**src/rtl/ccd_seq_pkg.sv**
```systemverilog
package ccd_seq_pkg;
  typedef enum logic [2:0] {
    ST_IDLE,
    ST_VERT,
    ST_HORZ,
    ST_PAD,
    ST_FIN
  } seqState_t;

  typedef struct packed {
    logic       inVert;
    logic       inHorz;
    logic [1:0] tick;
    logic       lastBin;
    logic       active;
    logic       fin;
  } seqStrobe_t;
endpackage

```
**src/rtl/seq_ctrl.sv**
```systemverilog
module seq_ctrl
  import ccd_seq_pkg::*;
#(
  parameter int ROW_W  = 8,
  parameter int COL_W  = 8,
  parameter int BIN_W  = 4,
  parameter int LINE_W = 16
) (
  input  logic              clk,
  input  logic              rstN,
  input  logic              start,
  input  logic              tdiMode,
  input  logic [ROW_W-1:0]  rowCount,
  input  logic [COL_W-1:0]  colCount,
  input  logic [BIN_W-1:0]  vBin,
  input  logic [BIN_W-1:0]  hBin,
  input  logic [LINE_W-1:0] linePeriod,
  output seqStrobe_t        strobe
);
  localparam logic [ROW_W-1:0]  ROW_ONE  = ROW_W'(1);
  localparam logic [COL_W-1:0]  COL_ONE  = COL_W'(1);
  localparam logic [BIN_W-1:0]  BIN_ONE  = BIN_W'(1);
  localparam logic [LINE_W-1:0] LINE_ONE = LINE_W'(1);
  localparam logic [LINE_W-1:0] LINE_MAX = '1;

  seqState_t         state;
  logic [1:0]        tick;
  logic [BIN_W-1:0]  vCnt, bCnt;
  logic [COL_W-1:0]  colCnt;
  logic [ROW_W-1:0]  rowCnt;
  logic [LINE_W-1:0] lineCnt, lineNext;

  logic [ROW_W-1:0]  cfgRows;
  logic [COL_W-1:0]  cfgCols;
  logic [BIN_W-1:0]  cfgVBin, cfgHBin;
  logic [LINE_W-1:0] cfgLine;
  logic              cfgTdi;

  logic lastVert, lastBin, lastCol, lastRow;

  assign lineNext = (lineCnt == LINE_MAX) ? lineCnt : lineCnt + LINE_ONE;
  assign lastVert = (vCnt == cfgVBin - BIN_ONE);
  assign lastBin  = (bCnt == cfgHBin - BIN_ONE);
  assign lastCol  = (colCnt == cfgCols - COL_ONE);
  assign lastRow  = (rowCnt == cfgRows - ROW_ONE);

  always_ff @(posedge clk or negedge rstN) begin
    if (!rstN) begin
      state   <= ST_IDLE;
      tick    <= '0;
      vCnt    <= '0;
      bCnt    <= '0;
      colCnt  <= '0;
      rowCnt  <= '0;
      lineCnt <= '0;
      cfgRows <= ROW_ONE;
      cfgCols <= COL_ONE;
      cfgVBin <= BIN_ONE;
      cfgHBin <= BIN_ONE;
      cfgLine <= LINE_ONE;
      cfgTdi  <= 1'b0;
    end else begin
      case (state)
        ST_IDLE: begin
          if (start) begin
            cfgRows <= (rowCount == '0) ? ROW_ONE : rowCount;
            cfgCols <= (colCount == '0) ? COL_ONE : colCount;
            cfgVBin <= (tdiMode || vBin == '0) ? BIN_ONE : vBin;
            cfgHBin <= (hBin == '0) ? BIN_ONE : hBin;
            cfgLine <= (linePeriod == '0) ? LINE_ONE : linePeriod;
            cfgTdi  <= tdiMode;
            state   <= ST_VERT;
            tick    <= '0;
            vCnt    <= '0;
            rowCnt  <= '0;
            lineCnt <= '0;
          end
        end
        ST_VERT: begin
          tick    <= tick + 2'd1;
          lineCnt <= lineNext;
          if (tick == 2'd3) begin
            if (lastVert) begin
              state  <= ST_HORZ;
              vCnt   <= '0;
              bCnt   <= '0;
              colCnt <= '0;
            end else begin
              vCnt <= vCnt + BIN_ONE;
            end
          end
        end
        ST_HORZ: begin
          tick    <= tick + 2'd1;
          lineCnt <= lineNext;
          if (tick == 2'd3) begin
            if (lastBin) begin
              bCnt <= '0;
              if (lastCol) begin
                if (lastRow) begin
                  state <= ST_FIN;
                end else begin
                  rowCnt <= rowCnt + ROW_ONE;
                  if (cfgTdi && (lineNext < cfgLine)) begin
                    state <= ST_PAD;
                  end else begin
                    state   <= ST_VERT;
                    lineCnt <= '0;
                  end
                end
              end else begin
                colCnt <= colCnt + COL_ONE;
              end
            end else begin
              bCnt <= bCnt + BIN_ONE;
            end
          end
        end
        ST_PAD: begin
          lineCnt <= lineNext;
          if (lineNext >= cfgLine) begin
            state   <= ST_VERT;
            lineCnt <= '0;
            tick    <= '0;
          end
        end
        ST_FIN:  state <= ST_IDLE;
        default: state <= ST_IDLE;
      endcase
    end
  end

  always_comb begin
    strobe.inVert  = (state == ST_VERT);
    strobe.inHorz  = (state == ST_HORZ);
    strobe.tick    = tick;
    strobe.lastBin = lastBin;
    strobe.active  = (state == ST_VERT) || (state == ST_HORZ) || (state == ST_PAD);
    strobe.fin     = (state == ST_FIN);
  end

  // the pixel counter never runs past the latched pixel count
  p_col_range_r5: assert property (@(posedge clk) disable iff (!rstN)
    (state == ST_HORZ) |-> (colCnt < cfgCols));

  // only one vertical transfer per line in time-delay integration
  p_tdi_single_shift_r9: assert property (@(posedge clk) disable iff (!rstN)
    (state == ST_VERT && cfgTdi) |-> (vCnt == '0));

  // line padding happens only in time-delay integration
  p_pad_only_tdi_r9: assert property (@(posedge clk) disable iff (!rstN)
    (state == ST_PAD) |-> cfgTdi);

  // captured settings stay put for the whole frame
  p_cfg_hold_r11: assert property (@(posedge clk) disable iff (!rstN)
    (state != ST_IDLE && $past(state) != ST_IDLE) |->
      ($stable(cfgRows) && $stable(cfgCols) && $stable(cfgVBin) &&
       $stable(cfgHBin) && $stable(cfgLine) && $stable(cfgTdi)));
endmodule

```
**src/rtl/seq_drive.sv**
```systemverilog
module seq_drive
  import ccd_seq_pkg::*;
(
  input  logic       clk,
  input  logic       rstN,
  input  seqStrobe_t strobe,
  output logic       p1V,
  output logic       p2V,
  output logic       tgOut,
  output logic       p1H,
  output logic       p2H,
  output logic       sgOut,
  output logic       rgOut,
  output logic       clampStb,
  output logic       sampleStb,
  output logic       pixValid,
  output logic       busy,
  output logic       done
);
  logic vA, vB, hLow1, hLow2, groupEnd;

  assign vA       = strobe.inVert && !strobe.tick[1];
  assign vB       = strobe.inVert && (strobe.tick == 2'd1 || strobe.tick == 2'd2);
  assign hLow1    = strobe.inHorz && (strobe.tick == 2'd0);
  assign hLow2    = strobe.inHorz && (strobe.tick == 2'd2);
  assign groupEnd = strobe.inHorz && strobe.lastBin;

  always_ff @(posedge clk or negedge rstN) begin
    if (!rstN) begin
      p1V       <= 1'b0;
      p2V       <= 1'b0;
      tgOut     <= 1'b0;
      p1H       <= 1'b1;
      p2H       <= 1'b1;
      sgOut     <= 1'b1;
      rgOut     <= 1'b0;
      clampStb  <= 1'b0;
      sampleStb <= 1'b0;
      pixValid  <= 1'b0;
      busy      <= 1'b0;
      done      <= 1'b0;
    end else begin
      p1V       <= vA;
      p2V       <= vB;
      tgOut     <= vB;
      p1H       <= !hLow1;
      p2H       <= !hLow2;
      sgOut     <= !(groupEnd && strobe.tick == 2'd2);
      rgOut     <= groupEnd && (strobe.tick == 2'd0);
      clampStb  <= groupEnd && (strobe.tick == 2'd1);
      pixValid  <= groupEnd && (strobe.tick == 2'd2);
      sampleStb <= groupEnd && (strobe.tick == 2'd3);
      busy      <= strobe.active;
      done      <= strobe.fin;
    end
  end

  // vertical phases never swap in one step
  p_vert_no_cross_r3: assert property (@(posedge clk) disable iff (!rstN)
    !((p1V != $past(p1V)) && (p2V != $past(p2V))));

  // horizontal phases always overlap high
  p_horz_overlap_r3: assert property (@(posedge clk) disable iff (!rstN)
    (p1H || p2H));

  // horizontal register frozen during a vertical transfer
  p_h_frozen_r4: assert property (@(posedge clk) disable iff (!rstN)
    (p1V || p2V) |-> (p1H && p2H));

  // vertical phases quiet during horizontal readout
  p_v_quiet_r4: assert property (@(posedge clk) disable iff (!rstN)
    (!p1H || !p2H) |-> (!p1V && !p2V));

  // summing gate only drops inside a low of the second horizontal phase
  p_sg_inside_p2h_r7: assert property (@(posedge clk) disable iff (!rstN)
    !sgOut |-> !p2H);

  // pixel-valid marks exactly the summing-gate fall
  p_valid_on_sg_fall_r8: assert property (@(posedge clk) disable iff (!rstN)
    pixValid |-> $fell(sgOut));
  p_sg_fall_valid_r8: assert property (@(posedge clk) disable iff (!rstN)
    $fell(sgOut) |-> pixValid);

  // sample follows pixel-valid
  p_sample_after_valid_r8: assert property (@(posedge clk) disable iff (!rstN)
    sampleStb |-> $past(pixValid));

  // done lasts a single cycle and closes busy
  p_done_single_r12: assert property (@(posedge clk) disable iff (!rstN)
    done |=> !done);
  p_busy_end_done_r12: assert property (@(posedge clk) disable iff (!rstN)
    $fell(busy) |-> done);
  p_done_not_busy_r12: assert property (@(posedge clk) disable iff (!rstN)
    done |-> !busy);
endmodule

```
**src/rtl/fullframe_clock_seq.sv**
```systemverilog
module fullframe_clock_seq
  import ccd_seq_pkg::*;
#(
  parameter int ROW_W  = 8,
  parameter int COL_W  = 8,
  parameter int BIN_W  = 4,
  parameter int LINE_W = 16
) (
  input  logic              clk,
  input  logic              rstN,
  input  logic              start,
  input  logic              tdiMode,
  input  logic [ROW_W-1:0]  rowCount,
  input  logic [COL_W-1:0]  colCount,
  input  logic [BIN_W-1:0]  vBin,
  input  logic [BIN_W-1:0]  hBin,
  input  logic [LINE_W-1:0] linePeriod,
  output logic              p1V,
  output logic              p2V,
  output logic              tgOut,
  output logic              p1H,
  output logic              p2H,
  output logic              sgOut,
  output logic              rgOut,
  output logic              clampStb,
  output logic              sampleStb,
  output logic              pixValid,
  output logic              busy,
  output logic              done
);
  seqStrobe_t strobe;

  seq_ctrl #(
    .ROW_W(ROW_W), .COL_W(COL_W), .BIN_W(BIN_W), .LINE_W(LINE_W)
  ) u_ctrl (
    .clk(clk), .rstN(rstN), .start(start), .tdiMode(tdiMode),
    .rowCount(rowCount), .colCount(colCount), .vBin(vBin), .hBin(hBin),
    .linePeriod(linePeriod), .strobe(strobe)
  );

  seq_drive u_drive (
    .clk(clk), .rstN(rstN), .strobe(strobe),
    .p1V(p1V), .p2V(p2V), .tgOut(tgOut), .p1H(p1H), .p2H(p2H),
    .sgOut(sgOut), .rgOut(rgOut), .clampStb(clampStb),
    .sampleStb(sampleStb), .pixValid(pixValid), .busy(busy), .done(done)
  );
endmodule

```
**config.mk**
```make
export PLATFORM = sky130hd
export DESIGN_NAME = fullframe_clock_seq
export DESIGN_NICKNAME = d
export VERILOG_FILES = /design/src/rtl/ccd_seq_pkg.sv /design/src/rtl/seq_ctrl.sv /design/src/rtl/seq_drive.sv /design/src/rtl/fullframe_clock_seq.sv
export SDC_FILE = /design/constraint.sdc
export NUM_CORES = 1
export LEC_CHECK = 0
export BUFFER_PORTS_ARGS = -buffer_cell sky130_fd_sc_hd__buf_2
export CORE_MARGIN = 2
export CORE_UTILIZATION = 51
export DETAILED_ROUTE_END_ITERATION = 12
export GPL_ROUTABILITY_DRIVEN = 0
export PLACE_DENSITY = 0.67
export RECOVER_POWER = 25
export SLEW_MARGIN = 20
export SYNTH_ARGS = -nofsm -noshare
export SYNTH_HDL_FRONTEND = slang
export SYNTH_HIERARCHICAL = 1
export SYNTH_SLANG_ARGS = --single-unit
```
**constraint.sdc**
```tcl
create_clock -name clk -period 6.3 [get_ports clk]
set_clock_uncertainty 0.2 [all_clocks]
set_input_delay 0.315 -clock clk [delete_from_list [all_inputs] [get_ports clk]]
set_output_delay 0.315 -clock clk [all_outputs]
set_load 0.02 [all_outputs]
```
==> reports/qor.yml, run 1 <==
global_routing:
  grt_antenna_before_repair: 0
  grt_pass1_wl_um: 23500
  grt_max_degree: 69
  track_usage_pct: 23.3
  grt_pass1_vias: 4896
  grt.overflow.total: 0
sta:
  period_share_pct: 79.1
  clock.fmax_mhz: 201
  max_slew_margin_pct: -39.9
  fin_crit_ns: 4.99
  setup_violations: 0
  worst_slew_pin_slew_ns: 2.10
  timing.final.ws_setup_ns: 1.31
  setup_tns_ns: 0
  rsz0062_at_grt: "false"
  finalMaxSlewViolations: 40
  whs_ns: 0.0133
  final-hold-violation-count: 0
logic_synthesis:
  synth-edff-count: 0
  synth-seq-cells: 97
  synthArstFlopShare_pct: 100
  syn_area_per_cell_sq_um: 9.21
  yosys_most_used_dff: "dfrtp_1"
  synth_nets: 705
  ys_warn_count: 6
  syn-instance-count: 631
  syn_area_sq_um: 5810
  synth_cell_types: 64
  synth_seq_area_share_pct: 41.9
status:
  status: "finished with violations"
  violations: "capacitance limit, slew limit"
cts:
  cts_resized: 0
  cts_setup_buffers: 0
  cts-root-buf: "clkbuf_16"
  clkTransAtPathRegs_ns: 0.07
  cts.sinks: 97
  clk_latency_ns: 0.35
  htreeDepth: 3
  clockBufferDepth: 2
  tritoncts.num_buffers: 9
  tritoncts: "done"
place:
  preCtsSetupSlack_ns: 1.43
  hpwl_um: 9290
  dpl_cell_area_sq_um: 6190
  dpl.cell_count: 804
  portBuffers: 55
power_and_ir_drop:
  vdd_drop_max_uv: 205
  total_power_mw: 2.99
  power.density_nw_per_um2: 443
  p_leak_nw: 3.00
min_path:
  hp-class: "in2reg"
cells_and_area:
  areaGrowthSynthToFinish_pct: 15.9
  drive_above_1_share_pct: 15.2
  utilization_pct: 61.3
  final_nets: 774
  diodes: 0
  layout_common_cells: "dfrtp_1, nand2_1, o21ai_0"
  finalNonFillerCells: 845
  layout_commonest_cell: "dfrtp_1"
  design_area_sq_um: 6740
floorplan:
  rows: 38
  die_x_um: 111
  coreArea_sq_um: 11000
  start_util_pct: 52.9
  die_h_um: 111
  ios: 56
  dieArea_sq_um: 12300
drt:
  wl_um: 13500
  drc: 0
  first_iter_violations: 299
  vias: 4871
  routedWlPerCell_um: 16.0
  first_pass_iters: 5
  postRouteAntennaNets: 0
  viasPerCell: 5.76
run:
  drv_cap: 1
critical_path:
  crit_path_cell_trace: "ha_1, nand2_1, nor4_1, a21oi_1, nand3_1, and2_1, or2_2, ha_1, nand4_1, or4_1, a31oi_1, nor4_1, or3b_2, nor3_1, o21ai_0"
  max_stage_delay_ns: 0.64
  critPathSlowestCell: "or3b_2"
  crit_fanout: 14
  worst_setup_path_end_kind: "flip-flop"
  critPathRequiredTime_ns: 6.31
  worstPathArrival_ns: 5.00
  critPathLaunchType: "flip-flop"
  critical_path_class: "reg2reg"
sequential cells by signal (all words and copies together), names as in the netlist, 2 cells and up:
signal	cells
u_ctrl/cfgCols	8
u_ctrl/vCnt	4
u_ctrl/state	3
u_ctrl/cfgHBin	4
u_ctrl/rowCnt	8
u_ctrl/cfgRows	8
u_ctrl/lineCnt	16
u_ctrl/cfgVBin	4
u_ctrl/tick	2
u_ctrl/colCnt	8
u_ctrl/bCnt	4
u_ctrl/cfgLine	16
worst max-delay path, delay by kind of cell (launching register included):
| family | cells | cell delay (ns) |
|---|---|---|
| DFF | 1 | 0.45 |
| adders and majority gates | 2 | 0.61 |
| AOI/OAI and AO/OA | 3 | 0.78 |
| and+or+nand+nor | 10 | 2.80 |
logic make-up (layout without fill, tap and decap cells):
| logic type | count (synthesis) | in the layout | synth area share [%] |
|---|---|---|---|
| xor gates and xnor gates | 35 | 35 | 5.51 |
| and+or+nand+nor | 236 | 236 | 21.1 |
| AOI/OAI and AO/OA | 138 | 138 | 15.8 |
| muxes | 23 | 23 | 4.41 |
| DFF | 97 | 97 | 41.9 |
| adders and majority gates | 30 | 30 | 6.46 |
| buffers and inverters | 72 | 146 | 4.80 |
layer usage:
layer / global-route usage, % / vias up / part of all wire (%)
met5: 0 / - / 0
met4: 11.9 / 0 / 3.0
met3: 3.66 / 29 / 4.4
met2: 37.8 / 129 / 47
met1: 30.3 / 2320 / 45
li1: - / 2393 / -
cell usage after synthesis (all sizes together), types with 12 or more instances:
master	number	area (sq um)
o21ai	53	265
xnor2	22	193
o31ai	16	125
a21oi	22	110
and3	15	93.8
nor2	26	97.6
inv	46	173
nor3	23	126
ha	30	375
nor4	13	81.3
dfrtp	89	2230
nand2	78	293
clkbuf	20	75.1
mux2	21	236
xor2	12	105
nand3	17	90.1
path summary, 6_finish.rpt:
check                                       start                 to  slack (ns)  cells after the start
worst max register to register  u_ctrl/lineCnt[0]  u_ctrl/lineCnt[2]        1.31                     15
worst min-delay path                  colCount[3]  u_ctrl/cfgCols[3]        0.01                      2
min in group asynchronous                    rstN   u_ctrl/colCnt[7]        0.90                      2
max in group asynchronous                    rstN  u_ctrl/lineCnt[3]        3.29                      3
worst max-delay path            u_ctrl/lineCnt[0]  u_ctrl/lineCnt[2]        1.31                     15
worst min register to register  u_ctrl/lineCnt[9]  u_ctrl/lineCnt[9]        0.31                      2
final cells by class:
cell class,count,area [sq um]
clock inverters,5,63.8
repair buffers,83,533
multi-input cells,462,3100
clock buffers,11,253
fillers,933,4250
flip-flops and latches,97,2440
inverters,47,176
well taps,140,175
power breakdown:
part | leakage (nW) | switching, mW | internal, mW
registers | 1.23 | 0.222 | 0.853
logic | 1.62 | 0.791 | 0.545
clock network | 0.152 | 0.244 | 0.331
timing repair:
item,CTS,global route
endpoints found under the hold margin,58,0
setup endpoints to repair,0,0
hold buffers,25,0
Power figures use the tool's default switching activity.
==> run 2, diff against run 1 <==
--- a/config.mk
+++ b/config.mk
@@ -10,7 +10,7 @@
 export CORE_UTILIZATION = 51
 export DETAILED_ROUTE_END_ITERATION = 12
 export GPL_ROUTABILITY_DRIVEN = 0
-export PLACE_DENSITY = 0.67
+export PLACE_DENSITY = 0.7
 export RECOVER_POWER = 25
 export SLEW_MARGIN = 20
 export SYNTH_ARGS = -nofsm -noshare
==> constraint.sdc (replaced) <==
create_clock -name clk -period 4.4 [get_ports clk]
set_clock_uncertainty 0.2 [all_clocks]
set_input_delay 0.22 -clock clk [delete_from_list [all_inputs] [get_ports clk]]
set_output_delay 0.22 -clock clk [all_outputs]
set_load 0.02 [all_outputs]
==> run 2 against run 1 <==
The run still ends with capacitance limit, slew limit left. Sequential power rose by 40%. Non-clock buffer count rose by 34. Design area rose by 5.5%. Fmax rose by 19%. Hold slack improved by 0.30 ns. Critical path depth rose by 1. Clock power rose by 46%. Die area did not move. Critical endpoint is now u_ctrl/lineCnt[8].
==> reports/qor.yml, run 2 (synthesis results as in run 1) <==
drt:
  first_pass_iters: 8  # was 5
  postRouteAntennaNets: 0  # unchanged
  first_iter_violations: 318  # was 299
  routedWlPerCell_um: 16.4  # was 16.0 um
  wl_um: 14400  # was 13,500 um
  drc: 0  # unchanged
  vias: 5152  # was 4,871
  viasPerCell: 5.85  # was 5.76
cells_and_area:
  fillCellCount: 900  # was 933
  drive_above_1_share_pct: 19.1  # was 15.2%
  layout_commonest_cell: "dfrtp_1"  # unchanged
  regArea_sq_um: 2440  # unchanged
  final_nets: 809  # was 774
  diodes: 0  # unchanged
  layout_common_cells: "dfrtp_1, nand2_1, buf_2"  # was dfrtp_1, nand2_1, o21ai_0
  areaGrowthSynthToFinish_pct: 22.3  # was 15.9%
  utilization_pct: 64.7  # was 61.3%
  reg_top3: "u_ctrl/cfgLine x16, u_ctrl/lineCnt x16"  # unchanged
  multi_input_area_sq_um: 3150  # was 3100 sq um
cts:
  tritoncts: "done"  # unchanged
  clk_latency_ns: 0.35  # about the same
  htreeDepth: 3  # unchanged
  clockBufferDepth: 2  # unchanged
  cts.sinks: 97  # unchanged
  clkTransAtPathRegs_ns: 0.06  # was 0.07 ns
  cts-root-buf: "clkbuf_16"  # unchanged
  tritoncts.num_buffers: 9  # unchanged
critical_path:
  rrSetupSlack_ns: 0.22  # was 1.31 ns
  critPathSlowestCell: "or4_1"  # was or3b_2
  worst_r2r_path_depth: 16  # was 15
  worstPathArrival_ns: 4.23  # was 5.00 ns
  crit-reg2reg-launch: "u_ctrl/lineCnt[1]"  # was u_ctrl/lineCnt[0]
  critical_path_class: "reg2reg"  # unchanged
  crit_path_cell_trace: "ha_2, nand2_2, nor4_4, buf_4, nand2_1, buf_4, mux2_2, ha_1, nor2b_1, o31ai_1, a21oi_1, or4_1, or3b_4, nor3_2, buf_4, o21ai_0"  # was ha_1, nand2_1, nor4_1, a21oi_1, nand3_1, and2_1, or2_2, ha_1, nand4_1, or4_1, a31oi_1, nor4_1, or3b_2, nor3_1, o21ai_0
  r2r_end: "u_ctrl/lineCnt[8]"  # was u_ctrl/lineCnt[2]
  crit_path_frequent_cell: "buf_4"
  crit_fanout: 7  # was 14
  critPathLaunchType: "flip-flop"  # unchanged
  critPathRequiredTime_ns: 4.45  # was 6.31 ns
  worst_setup_path_end_kind: "flip-flop"  # unchanged
  max_stage_delay_ns: 0.54  # was 0.64 ns
min_path:
  min_path_cells: 1  # was 2
  hp-class: "reg2reg"  # was in2reg
  hp-start: "u_ctrl/cfgTdi"  # was colCount[3]
  hold_end: "u_ctrl/cfgTdi"  # was u_ctrl/cfgCols[3]
sta:
  final-hold-violation-count: 0  # unchanged
  fin_crit_ns: 4.18  # was 4.99 ns
  setup_violations: 0  # unchanged
  clock.fmax_mhz: 239  # was 201 MHz
  max_slew_margin_pct: -88.2  # was -39.9%
  period_share_pct: 94.9  # was 79.1%
  worst_slew_pin_slew_ns: 2.82  # was 2.10 ns
  finalMaxSlewViolations: 52  # was 40
  rsz0062_at_grt: "false"  # unchanged
global_routing:
  grt.overflow.total: 0  # unchanged
  grt_max_degree: 69  # unchanged
  grt_antenna_before_repair: 0  # unchanged
  track_usage_pct: 24.0  # was 23.3%
  grt_pass1_vias: 5100  # was 4,896
  grt_pass1_wl_um: 24100  # was 23,500 um
floorplan:
  coreArea_sq_um: 11000  # unchanged
  rows: 38  # unchanged
  die_x_um: 111  # unchanged
  dieArea_sq_um: 12300  # unchanged
  die_h_um: 111  # unchanged
  ios: 56  # unchanged
  start_util_pct: 52.9  # unchanged
status:
  status: "finished with violations"  # unchanged
  violations: "capacitance limit, slew limit"  # unchanged
power_and_ir_drop:
  p_leak_nw: 3.22  # was 3.00 nW
  total_power_mw: 4.46  # was 2.99 mW
  p_sw_share_pct: 41.5  # was 42.1%
  clkPwrFrac_pct: 18.9  # was 19.2%
  power_frac_comb_pct: 47.1  # was 44.7%
  net-switching-power_mw: 1.85  # was 1.26 mW
  power.density_nw_per_um2: 627  # was 443 nW/um^2
  p_int_mw: 2.61  # was 1.73 mW
  sequentialPowerShare_pct: 34.0  # was 36.0%
  vdd_drop_max_uv: 302  # was 205 uV
place:
  hpwl_um: 9560  # was 9290 um
  portBuffers: 55  # unchanged
run:
  drv_cap: 1  # unchanged
==> run 2: cell count changes in the layout (fill, tap and decap cells not counted), moves of 3 or more <==
cell	delta
clkbuf_1	-11
clkinv_2	+3
buf_4	+15
buf_2	+11
dlygate4sd3_1	+19
==> run 2: worst max-delay path by stage <==
stage	from	end	slack [ns]	cells after the start
2_1_floorplan	u_ctrl/lineCnt[0]	u_ctrl/lineCnt[11]	0.03	16
3_3_place_gp	u_ctrl/lineCnt[1]	u_ctrl/lineCnt[5]	0.008	16
3_5_place_dp	u_ctrl/lineCnt[1]	u_ctrl/lineCnt[5]	-0.1	16
4_1_cts	u_ctrl/lineCnt[1]	u_ctrl/lineCnt[5]	0.1	18
5_1_grt	u_ctrl/lineCnt[1]	u_ctrl/lineCnt[7]	0.03	18
6_report	u_ctrl/lineCnt[1]	u_ctrl/lineCnt[8]	0.22	16
==> run 2: power by group through the flow <==
stage / clock network [mW] / logic, mW / registers [mW]
final: 0.842 / 2.10 / 1.51
after global routing: 0.899 / 2.33 / 1.56
after CTS: 0.861 / 2.04 / 1.51
after detailed placement: 0 / 1.99 / 1.52
after global placement: 0 / 1.90 / 1.51
after floorplan: 0 / 1.49 / 1.46
==> run 2: metal layers <==
layer | part of all wire, % | up-vias | global-route usage [%]
li1 | - | 2466 | -
met1 | 43 | 2516 | 30.1
met2 | 50 | 143 | 42.0
met3 | 4.3 | 27 | 3.77
met4 | 2.1 | 0 | 8.50
met5 | 0 | - | 0
==> run 2: stage by stage <==
| stage | TNS, ns | hold WS (ns) | setup WS (ns) | area [sq um] | cells |
|---|---|---|---|---|---|
| floorplan | 0 | -0.276 | 0.0288 | 5830 | 631 |
| finish | 0 | 0.310 | 0.224 | 7110 | 880 |
| global route | 0 | 0.325 | 0.0287 | 7110 | 880 |
| global placement | 0 | 0.0910 | 0.00810 | 6310 | 818 |
| detailed placement | -0.429 | 0.106 | -0.0951 | 6310 | 818 |
| CTS | 0 | 0.259 | 0.0967 | 7070 | 878 |
==> run 2: cell type report <==
type                    instances  area share [%]
multi-input cells             463            44.3
flip-flops and latches         97            34.3
repair buffers                117            12.0
clock buffers                   9            3.17
inverters                      47            2.48
well taps                     140            2.46
clock inverters                 7            1.30
==> run 2: repair_timing <==
| item | CTS | global route |
|---|---|---|
| buffers inserted | 0 | 1 |
| gates resized for setup | 2 | 6 |
| hold endpoints to repair | 86 | 0 |
| pin swaps | 0 | 3 |
| setup endpoints to repair | 5 | 16 |
| cloned | 0 | 1 |
| hold buffers | 44 | 0 |
==> run 2: worst max-delay path, delay by kind of cell (launching register included) <==
kind | cells | cell delay [ns]
compound gates | 3 | 0.63
fa+ha+maj | 2 | 0.49
buf+inv | 3 | 0.55
flops | 1 | 0.38
mux | 1 | 0.28
simple gates | 7 | 1.55
==> run 3, diff against run 2 <==
--- a/config.mk
+++ b/config.mk
@@ -15,5 +15,4 @@
 export SLEW_MARGIN = 20
 export SYNTH_ARGS = -nofsm -noshare
 export SYNTH_HDL_FRONTEND = slang
-export SYNTH_HIERARCHICAL = 1
 export SYNTH_SLANG_ARGS = --single-unit
==> run 3 against run 2 <==
Clock-buffer cell count increased by 3. Largest cell class unchanged. Critical path depth decreased by 2. The flow still finishes with violations (capacitance limit, slew limit). Design area decreased by 2.5%. Area after synthesis decreased by 1.3%. Hold slack got worse by 0.053 ns.
==> reports/qor.yml, run 3 <==
logic_synthesis:
  synth-edff-count: 0  # unchanged
  synthArstFlopShare_pct: 100  # unchanged
  synth_nets: 732  # was 705
  ys_warn_count: 0  # was 6
  synth_cell_types: 67  # was 64
  yosys_most_used_dff: "dfrtp_1"  # unchanged
  yosysMostFrequentCell: "nand2_1"  # was dfrtp_1
  synth-seq-cells: 97  # unchanged
  synth.top_cell.area_share_pct: 38.8  # was 38.3%
  syn-instance-count: 659  # was 631
  synthTopCellsByCount: "nand2_1, dfrtp_1, o21ai_0"  # was dfrtp_1, nand2_1, o21ai_0
  ys_top_cells_by_area: "dfrtp_1, nand2_1, ha_1"  # was dfrtp_1, ha_1, nand2_1
  syn_area_per_cell_sq_um: 8.71  # was 9.21 sq um
  yosys.area.top_type: "dfrtp_1"  # unchanged
  syn_area_sq_um: 5740  # was 5810 sq um
  synth_seq_area_share_pct: 42.5  # was 41.9%
critical_path:
  critPathRequiredTime_ns: 4.45  # about the same
  crit-reg2reg-launch: "u_ctrl.lineCnt[0]"  # was u_ctrl/lineCnt[1]
  critPathLaunchType: "flip-flop"  # unchanged
  critical_path_class: "reg2reg"  # unchanged
  critPathSlowestCell: "or4_4"  # was or4_1
  max_stage_delay_ns: 0.57  # was 0.54 ns
  path_depth: 14  # was 16
  worst_r2r_path_depth: 14  # was 16
  crit_path_start: "u_ctrl.lineCnt[0]"  # was u_ctrl/lineCnt[1]
  cp_num_buf_inv: 2  # was 3
  crit_fanout: 16  # was 7
  worstPathArrival_ns: 4.28  # was 4.23 ns
  crit_path_cell_trace: "buf_4, nand3_1, or4_4, and2_1, or2_2, ha_1, nand4_1, or4_4, or4_1, nand4_1, a21oi_1, buf_12, o21ai_0, nand2_1"  # was ha_2, nand2_2, nor4_4, buf_4, nand2_1, buf_4, mux2_2, ha_1, nor2b_1, o31ai_1, a21oi_1, or4_1, or3b_4, nor3_2, buf_4, o21ai_0
  crit_family: "simple AND/OR/NAND/NOR gates"  # unchanged
  worst_setup_path_end_kind: "flip-flop"  # unchanged
cts:
  cts-root-buf: "clkbuf_8"  # was clkbuf_16
  tritoncts.num_buffers: 9  # unchanged
  tritoncts: "done"  # unchanged
  cts.sinks: 97  # unchanged
  clkTransAtPathRegs_ns: 0.09  # was 0.06 ns
  clockBufferDepth: 2  # unchanged
  clk_latency_ns: 0.37  # was 0.35 ns
  htreeDepth: 3  # unchanged
place:
  hpwl_um: 9080  # was 9560 um
  preCtsSetupSlack_ns: 0.0806  # was -0.0951 ns
  dpl_cell_area_sq_um: 6200  # was 6310 sq um
  portBuffers: 55  # unchanged
cells_and_area:
  reg_top3: "u_ctrl.cfgLine x16, u_ctrl.lineCnt x16"  # was u_ctrl/cfgLine x16, u_ctrl/lineCnt x16
  final_nets: 834  # was 809
  layout_common_cells: "nand2_1, dfrtp_1, o21ai_0"  # was dfrtp_1, nand2_1, buf_2
  diodes: 0  # unchanged
  utilization_pct: 63.6  # was 64.7%
  layout_commonest_cell: "nand2_1"  # was dfrtp_1
  areaGrowthSynthToFinish_pct: 20.7  # was 22.3%
  drive_above_1_share_pct: 15.9  # was 19.1%
  design_area_sq_um: 6930  # was 7110 sq um
  fillCellCount: 919  # was 900
drt:
  first_iter_violations: 308  # was 318
  routedWlPerCell_um: 15.1  # was 16.4 um
  viasPerCell: 5.65  # was 5.85
  vias: 5118  # was 5,152
  first_pass_iters: 5  # was 8
  drc: 0  # unchanged
  postRouteAntennaNets: 0  # unchanged
  wl_um: 13700  # was 14,400 um
power_and_ir_drop:
  vdd_drop_max_uv: 154  # was 302 uV
  p_leak_nw: 3.23  # was 3.22 nW
  power.density_nw_per_um2: 228  # was 627 nW/um^2
sta:
  final-hold-violation-count: 0  # unchanged
  whs_ns: 0.256  # was 0.310 ns
  period_share_pct: 96.1  # was 94.9%
  worst_slew_pin_slew_ns: 1.74  # was 2.82 ns
  fin_crit_ns: 4.23  # was 4.18 ns
  timing.final.ws_setup_ns: 0.173  # was 0.224 ns
  clock.fmax_mhz: 237  # was 239 MHz
  max_slew_margin_pct: -15.9  # was -88.2%
  setup_tns_ns: 0  # unchanged
  setup_violations: 0  # unchanged
  finalMaxSlewViolations: 72  # was 52
status:
  violations: "capacitance limit, slew limit"  # unchanged
  status: "finished with violations"  # unchanged
floorplan:
  dieArea_sq_um: 12100  # was 12,300 sq um
  rows: 38  # unchanged
  start_util_pct: 52.7  # was 52.9%
  die_x_um: 110  # was 111 um
  coreArea_sq_um: 10900  # was 11,000 sq um
  die_h_um: 110  # was 111 um
  ios: 56  # unchanged
global_routing:
  grt_antenna_before_repair: 0  # unchanged
  grt_pass1_vias: 4911  # was 5,100
  track_usage_pct: 24.0  # about the same
  grt_pass1_wl_um: 22800  # was 24,100 um
  grt.overflow.total: 0  # unchanged
  grt_max_degree: 72  # was 69
min_path:
  hp-start: "start"  # was u_ctrl/cfgTdi
  min_path_cells: 4  # was 1
  hp-class: "in2reg"  # was reg2reg
run:
  drv_cap: 1  # unchanged
==> run 3: cell count changes in the layout (fill, tap and decap cells not counted), sizes merged, moves of 9 or more <==
cell / previous run / this run
clkbuf: 10 / 22
mux2: 21 / 4
buf: 72 / 60
nand2: 78 / 133
o31ai: 16 / 7
and3: 15 / 5
inv: 47 / 37
==> run 3: worst paths after layout <==
| path | endpoint | slack (ns) |
|---|---|---|
| setup / recovery | u_ctrl.lineCnt[12] | 0.17 |
| hold / removal | u_ctrl.vCnt[1] | 0.26 |
| hold reg to reg | u_ctrl.cfgHBin[3] | 0.30 |
| max in group asynchronous | u_ctrl.cfgCols[0] | 2.12 |
| setup reg to reg | u_ctrl.lineCnt[12] | 0.17 |
| min in group asynchronous | u_drive.p2V | 0.65 |
==> run 3: logic make-up (layout without fill, tap and decap cells) <==
kind of cell | Yosys count | count (layout) | synth area share, %
AO/OA/AOI/OAI | 129 | 129 | 13.8
XOR/XNOR | 36 | 36 | 5.76
adder cells (fa/ha/maj) | 29 | 29 | 6.32
buffers and inverters | 61 | 168 | 4.23
flip-flops | 97 | 97 | 42.5
multiplexers | 5 | 5 | 0.959
AND/OR/NAND/NOR | 302 | 302 | 26.5
==> run 3: through the flow <==
stage	power (mW)	instances
3_3_place_gp	0.953	844
6_report	1.58	906
4_1_cts	1.59	903
2_1_floorplan	0.911	659
5_1_grt	1.63	906
3_5_place_dp	0.955	844
==> run 3: worst min-delay path, stage by stage <==
cell and delay [ns]:
buf_2 0.13, nand2b_1 0.09, a211o_1 0.24, o31ai_1 0.10
==> run 3: per-layer routing <==
layer,track usage (%),vias to the layer above,routed length [um]
met3,4.76,34,666
met4,8.32,0,339
met1,31.5,2436,6030
met5,0,-,0
met2,39.7,142,6690
li1,-,2506,-
==> run 3: report_power, final <==
group	switching [mW]	internal, mW
Combinational	0.0352	0.0404
Clock	0.320	0.294
Sequential	0	0.891
Total	0.355	1.23
==> run 3: repair_timing <==
action                                 in CTS  in global routing
buffers inserted                            0                  3
endpoints found under the hold margin     104                  0
gates resized for setup                     0                 19
setup endpoints to repair                   0                 19
hold buffers                               43                  0
==> run 3: layout make-up <==
cell class / instances / area (sq um) / area share [%]
clock inverter: 4 / 52.6 / 0.758
tap: 140 / 175 / 2.53
timing repair buffer: 113 / 820 / 11.8
clock buffer: 12 / 155 / 2.24
sequential: 97 / 2440 / 35.2
inverter: 39 / 151 / 2.18
multi-input combinational: 501 / 3140 / 45.3
